### config.mk
export PLATFORM = sky130hd
export DESIGN_NAME = mode_adder
export DESIGN_NICKNAME = d
export VERILOG_FILES = /design/src/rtl/mode_adder_pkg.sv /design/src/rtl/mode_adder_opsel.sv /design/src/rtl/mode_adder_lanes.sv /design/src/rtl/mode_adder_flags.sv /design/src/rtl/mode_adder.sv
export SDC_FILE = /design/constraint.sdc
export NUM_CORES = 1
export LEC_CHECK = 0
export BUFFER_PORTS_ARGS = -buffer_cell sky130_fd_sc_hd__clkbuf_2
export CAP_MARGIN = 20
export CORE_MARGIN = 4
export CORE_UTILIZATION = 40
export CTS_CLUSTER_DIAMETER = 100
export DETAILED_ROUTE_END_ITERATION = 8
export MAX_ROUTING_LAYER = met4
export PLACE_DENSITY = 0.66
export SYNTH_ARGS = -nofsm -noshare
export SYNTH_HDL_FRONTEND = slang
export SYNTH_HIERARCHICAL = 1
export SYNTH_SLANG_ARGS = --single-unit
### constraint.sdc
create_clock -name clk -period 7.95 [get_ports clk]
set_clock_uncertainty 0.2 [all_clocks]
set_input_delay 0.795 -clock clk [delete_from_list [all_inputs] [get_ports clk]]
set_output_delay 0.795 -clock clk [all_outputs]
set_load 0.03 [all_outputs]
### src/rtl/mode_adder_pkg.sv
package mode_adder_pkg;
  // Source of the second addend, taken from op bits 2:1
  typedef enum logic [1:0] {
    SRC_REG   = 2'd0,
    SRC_CARRY = 2'd1,
    SRC_ONES  = 2'd2,
    SRC_ZERO  = 2'd3
  } addend_src_e;

  typedef struct packed {
    logic lt;
    logic gt;
    logic eq;
    logic so;
  } cond_t;
endpackage

### src/rtl/mode_adder_opsel.sv
module mode_adder_opsel
  import mode_adder_pkg::*;
#(
  parameter int W    = 64,
  parameter int IMMW = 16
) (
  input  logic [2:0]      op,
  input  logic            use_imm,
  input  logic            ra_zero,
  input  logic [W-1:0]    a_in,
  input  logic [W-1:0]    b_in,
  input  logic [IMMW-1:0] imm_in,
  input  logic            carry_in,
  output logic [W-1:0]    x_op,
  output logic [W-1:0]    y_op,
  output logic            cin
);
  localparam int EXTW = W - IMMW;

  logic [W-1:0] imm_ext;
  logic [W-1:0] a_base;
  logic [W-1:0] b_base;
  addend_src_e  src;

  assign imm_ext = {{EXTW{imm_in[IMMW-1]}}, imm_in};
  assign src     = addend_src_e'(op[2:1]);

  always_comb begin
    a_base = (use_imm && ra_zero) ? '0 : a_in;
    b_base = use_imm ? imm_ext : b_in;
    x_op   = op[0] ? ~a_base : a_base;
    unique case (src)
      SRC_REG: begin
        y_op = b_base;
        cin  = op[0];
      end
      SRC_CARRY: begin
        y_op = b_base;
        cin  = carry_in;
      end
      SRC_ONES: begin
        y_op = '1;
        cin  = carry_in;
      end
      default: begin
        y_op = '0;
        cin  = carry_in;
      end
    endcase
  end
endmodule

### src/rtl/mode_adder_lanes.sv
module mode_adder_lanes #(
  parameter int W     = 64,
  parameter int LANES = 2
) (
  input  logic [W-1:0]     x_op,
  input  logic [W-1:0]     y_op,
  input  logic             cin,
  output logic [W-1:0]     sum,
  output logic [LANES-1:0] lane_cout
);
  localparam int LW = W / LANES;

  logic [LANES:0] chain;
  assign chain[0] = cin;

  for (genvar g = 0; g < LANES; g++) begin : g_lane
    logic [LW:0] part;
    assign part = {1'b0, x_op[g*LW +: LW]} + {1'b0, y_op[g*LW +: LW]}
                + {{LW{1'b0}}, chain[g]};
    assign sum[g*LW +: LW] = part[LW-1:0];
    assign chain[g+1]      = part[LW];
  end

  assign lane_cout = chain[LANES:1];
endmodule

### src/rtl/mode_adder_flags.sv
module mode_adder_flags
  import mode_adder_pkg::*;
#(
  parameter int W = 64
) (
  input  logic         mode64,
  input  logic [W-1:0] sum,
  input  logic [1:0]   lane_cout,
  input  logic [1:0]   x_sign,
  input  logic [1:0]   y_sign,
  output logic         ca_n,
  output logic         ov_raw,
  output logic         lt_n,
  output logic         gt_n,
  output logic         eq_n
);
  localparam int HALF = W / 2;

  logic ov_full;
  logic ov_half;
  logic zero_full;
  logic zero_half;

  // x_sign/y_sign: bit 1 = top of word, bit 0 = top of low half
  assign ov_full   = (x_sign[1] == y_sign[1]) && (sum[W-1]    != x_sign[1]);
  assign ov_half   = (x_sign[0] == y_sign[0]) && (sum[HALF-1] != x_sign[0]);
  assign zero_full = (sum == '0);
  assign zero_half = (sum[HALF-1:0] == '0);

  always_comb begin
    if (mode64) begin
      ca_n   = lane_cout[1];
      ov_raw = ov_full;
      lt_n   = sum[W-1];
      eq_n   = zero_full;
    end else begin
      ca_n   = lane_cout[0];
      ov_raw = ov_half;
      lt_n   = sum[HALF-1];
      eq_n   = zero_half;
    end
    gt_n = !lt_n && !eq_n;
  end
endmodule

### src/rtl/mode_adder.sv
module mode_adder
  import mode_adder_pkg::*;
#(
  parameter int W    = 64,
  parameter int IMMW = 16
) (
  input  logic            clk,
  input  logic            rst,
  input  logic            valid_in,
  input  logic [2:0]      op,
  input  logic            mode64,
  input  logic            ovf_en,
  input  logic            rec_en,
  input  logic            use_imm,
  input  logic            ra_zero,
  input  logic [W-1:0]    a_in,
  input  logic [W-1:0]    b_in,
  input  logic [IMMW-1:0] imm_in,
  input  logic            carry_in,
  input  logic            so_clear,
  output logic            valid_out,
  output logic [W-1:0]    result,
  output logic            ca_out,
  output logic            ov_out,
  output logic            so_out,
  output logic [3:0]      cr_out
);
  localparam int HALF = W / 2;

  logic [W-1:0] x_op;
  logic [W-1:0] y_op;
  logic         cin;
  logic [W-1:0] sum;
  logic [1:0]   lane_cout;
  logic         ca_n, ov_raw, lt_n, gt_n, eq_n;
  logic         so_n;

  logic         vld_q;
  logic [W-1:0] res_q;
  logic         ca_q;
  logic         ov_q;
  logic         so_q;
  cond_t        cr_q;

  mode_adder_opsel #(.W(W), .IMMW(IMMW)) u_opsel (
    .op       (op),
    .use_imm  (use_imm),
    .ra_zero  (ra_zero),
    .a_in     (a_in),
    .b_in     (b_in),
    .imm_in   (imm_in),
    .carry_in (carry_in),
    .x_op     (x_op),
    .y_op     (y_op),
    .cin      (cin)
  );

  mode_adder_lanes #(.W(W), .LANES(2)) u_lanes (
    .x_op      (x_op),
    .y_op      (y_op),
    .cin       (cin),
    .sum       (sum),
    .lane_cout (lane_cout)
  );

  mode_adder_flags #(.W(W)) u_flags (
    .mode64    (mode64),
    .sum       (sum),
    .lane_cout (lane_cout),
    .x_sign    ({x_op[W-1], x_op[HALF-1]}),
    .y_sign    ({y_op[W-1], y_op[HALF-1]}),
    .ca_n      (ca_n),
    .ov_raw    (ov_raw),
    .lt_n      (lt_n),
    .gt_n      (gt_n),
    .eq_n      (eq_n)
  );

  // Sticky flag: clear first, a new overflow in the same cycle sets it again
  assign so_n = (so_q && !so_clear) || (valid_in && ovf_en && ov_raw);

  always_ff @(posedge clk) begin
    if (rst) begin
      vld_q <= 1'b0;
      res_q <= '0;
      ca_q  <= 1'b0;
      ov_q  <= 1'b0;
      so_q  <= 1'b0;
      cr_q  <= '0;
    end else begin
      vld_q <= valid_in;
      so_q  <= so_n;
      if (valid_in) begin
        res_q <= sum;
        ca_q  <= ca_n;
        ov_q  <= ovf_en && ov_raw;
        if (rec_en) begin
          cr_q <= '{lt: lt_n, gt: gt_n, eq: eq_n, so: so_n};
        end
      end
    end
  end

  assign valid_out = vld_q;
  assign result    = res_q;
  assign ca_out    = ca_q;
  assign ov_out    = ov_q;
  assign so_out    = so_q;
  assign cr_out    = cr_q;

  AST_OV_GATED: assert property (@(posedge clk) disable iff (rst)
    (valid_in && !ovf_en) |=> !ov_out);
  AST_SO_STICKY: assert property (@(posedge clk) disable iff (rst)
    (so_out && !so_clear) |=> so_out);
  AST_OV_SETS_SO: assert property (@(posedge clk) disable iff (rst)
    (valid_in && ovf_en) |=> (!ov_out || so_out));
  AST_CR_SO_COPY: assert property (@(posedge clk) disable iff (rst)
    (valid_in && rec_en) |=> (cr_out[0] == so_out));
  AST_CR_ONE_HOT: assert property (@(posedge clk) disable iff (rst)
    (valid_in && rec_en) |=> ($countones(cr_out[3:1]) == 1));
  AST_CR_HOLD: assert property (@(posedge clk) disable iff (rst)
    !(valid_in && rec_en) |=> $stable(cr_out[3:1]));
  AST_IDLE_HOLD: assert property (@(posedge clk) disable iff (rst)
    !valid_in |=> ($stable(result) && $stable(ca_out) && !valid_out));
endmodule

==> impl_metrics.ini <==
[floorplanning]
start_util = 0.407
dieArea_um2 = 23900
die_h_um = 154
die_width_um = 154
core_um2 = 21100
num_rows = 53
num_io_pins = 229

[global_routing]
grt_max_degree = 73
grt_pass1_wl_mm = 38.9
grt_overflow = 0
grt_usage = 0.203
antenna_found_initial = 1
grt_pass1_vias = 7562

[placed_design]
dp_hpwl_mm = 19.7
portBuffers = 228
dpl_cell_area_um2 = 9690
gp_congestion = 0.907

[final_layout]
syn2layout_area_growth_pct = 16.0
post-route-util = 0.472
layout_commonest_cell = clkbuf_2
final_cell_mix = 224 x clkbuf_2, 128 x a21oi_1, 104 x nor2_1
finalNetCount = 1457
layout-drive-gt1-share = 0.272
final_area_um2 = 9960

[critical_path]
critical_path_class = in2reg
crit_cells = 31
required_ns = 8.02
r2r-end = cr_out[0]
slowest_delay_ns = 0.46
slowest_stage = fa_1
arrival_ns = 7.35
worstSetupStartpointType = primary input
crit_start = use_imm
path_buf_inv = 3
cp_common_cell = a21oi_1
crit_family = compound AO/OA/AOI/OAI gates
r2r_cells = 2
path_max_fanout = 51
r2r_start = so_out
crit_path_end_kind = flip-flop
worst-r2r-setup-slack_ns = 6.90
crit_path_end = cr_out[1]

[logic_synthesis]
synth_area_per_cell_um2 = 8.15
syn_inst = 1053
synth-edff-count = 0
synth_nets = 1276
syn_area_um2 = 8580
synth-seq-cells = 72
ys_seq_area_frac = 0.168
synthArstFlopShare = 0
synth-main-ff-cell = dfxtp_1
yosysUniqueCellTypes = 64
yosys_warnings = 6

[clocking]
clkLatencyLatePin_ns = 0.34
cts_root_buffer = clkbuf_16
cts_hold_buf = 0
clkTransAtPathRegs_ns = 0.06
cts_tree = built
numCtsBuffers = 9
cts_max_level = 3
cts_buffer_depth = 2
postCtsSetupBuffers = 0
postCtsResizedCells = 0
cts_num_sinks = 72

[detailed_routing]
firstDrtPassIters = 5
drt_drc_violations_left = 0
ant_nets = 0
drt_iter0_drc = 525
wl_mm = 25.0
vias = 8151
wire_per_inst_um = 16.5
via_per_inst = 5.38

[timing]
rsz0062_at_grt = false
finalMaxSlewViolations = 0
clock.fmax_mhz = 137
max-slew-margin-rel = 0.419
layout_min_cycle_time_ns = 7.28
setup-tns-final_ns = 0
min_period_over_period = 0.916
setup_viol = 0
tightestPinTransition_ns = 0.871
final-hold-violation-count = 0

[hold_path]
hp-class = reg2reg

[pwr]
leakage_nw = 4.78
peakVddDrop_v = 0.000118
powerDensity_nw_per_um2 = 204

[run_status]
status = complete, no violations

[job]
drv_cap = 0
==> flip-flops by register name (all words and copies together) (netlist names) <==
name,cells
valid_out,1
cr_out,4
ov_out,1
so_out,1
result,64
ca_out,1
==> Yosys cell counts, drive strengths merged, types with 3 or more instances <==
master | instances | area share
mux2 | 3 | 0.0039
nand2 | 34 | 0.015
o21ai | 30 | 0.018
a21bo | 3 | 0.0035
inv | 20 | 0.0087
and2 | 6 | 0.0047
clkbuf | 24 | 0.013
fa | 4 | 0.0093
a21o | 33 | 0.029
mux2i | 81 | 0.094
o21bai | 9 | 0.0079
nor3 | 3 | 0.0017
xnor2 | 32 | 0.033
nand3 | 22 | 0.013
ha | 62 | 0.090
nand2b | 56 | 0.041
a31oi | 9 | 0.0073
o211ai | 7 | 0.0061
a221o | 3 | 0.0035
nor2b | 16 | 0.012
a21oi | 135 | 0.082
xor2 | 87 | 0.089
a211o | 4 | 0.0041
a31o | 3 | 0.0031
dfxtp | 72 | 0.17
nand4 | 12 | 0.0087
nor4 | 17 | 0.012
o21a | 11 | 0.0096
a21boi | 69 | 0.085
buf | 48 | 0.048
nor2 | 104 | 0.045
and4 | 3 | 0.0031
and3 | 9 | 0.0066
==> per-layer routing <==
metal / track usage / share of wire / vias to the layer above
li1: - / - / 4099
met1: 0.266 / 0.46 / 3744
met2: 0.332 / 0.47 / 276
met3: 0.0213 / 0.052 / 32
met4: 0.0593 / 0.019 / 0
met5: - / 0 / -
==> power by group <==
part / total [mW] / switching (mW) / internal, mW / leakage [nW]
clock: 0.382 / 0.171 / 0.211 / 0.126
sequential: 0.469 / 0.0416 / 0.428 / 0.594
combinational: 1.18 / 0.727 / 0.456 / 4.06
total: 2.03 / 0.939 / 1.09 / 4.78
==> worst reg2reg max path: stages (launching register included) <==
cell      delay (ns)
dfxtp_1         0.40
nand2b_1        0.12
a311oi_2        0.24
==> worst min-delay path by stage <==
| stage | from | endpoint | slack (ns) | cells past startpoint |
|---|---|---|---|---|
| after floorplan | ov_out | ov_out | 0.40 | 2 |
| after global placement | ov_out | ov_out | 0.26 | 2 |
| after detailed placement | result[3] | result[3] | 0.28 | 2 |
| after CTS | result[3] | result[3] | 0.30 | 2 |
| after global routing | ov_out | ov_out | 0.31 | 2 |
| final | ov_out | ov_out | 0.29 | 2 |
==> metrics by stage <==
| step | total power [mW] | hold slack (ns) | setup slack [ns] | instances |
|---|---|---|---|---|
| after floorplan | 1.36 | 0.397 | 1.40 | 1053 |
| after global placement | 1.64 | 0.264 | 0.366 | 1498 |
| after detailed placement | 1.65 | 0.282 | 0.313 | 1498 |
| after CTS | 2.04 | 0.297 | 0.644 | 1514 |
| after global routing | 2.18 | 0.313 | 0.137 | 1515 |
| final | 2.03 | 0.291 | 0.666 | 1515 |
==> kinds of logic after synthesis <==
family / count (synthesis) / share of synthesized area
adders and majority gates: 66 / 0.0997
buffers and inverters: 92 / 0.0691
and+or+nand+nor: 292 / 0.171
xor gates and xnor gates: 119 / 0.121
muxes: 84 / 0.0984
AOI/OAI and AO/OA: 328 / 0.272
DFF: 72 / 0.168
==> area by class of cell <==
| cell class | count | area (um2) |
|---|---|---|
| Tap cell | 275 | 344 |
| Antenna cell | 1 | 2.50 |
| Timing Repair Buffer | 242 | 1270 |
| Multi-Input combinational cell | 889 | 6560 |
| Clock inverter | 5 | 33.8 |
| Sequential cell | 72 | 1440 |
| Inverter | 20 | 75.1 |
| Fill cell | 2166 | 11100 |
| Clock buffer | 11 | 233 |
No activity file was read; power rests on OpenSTA's default activity.
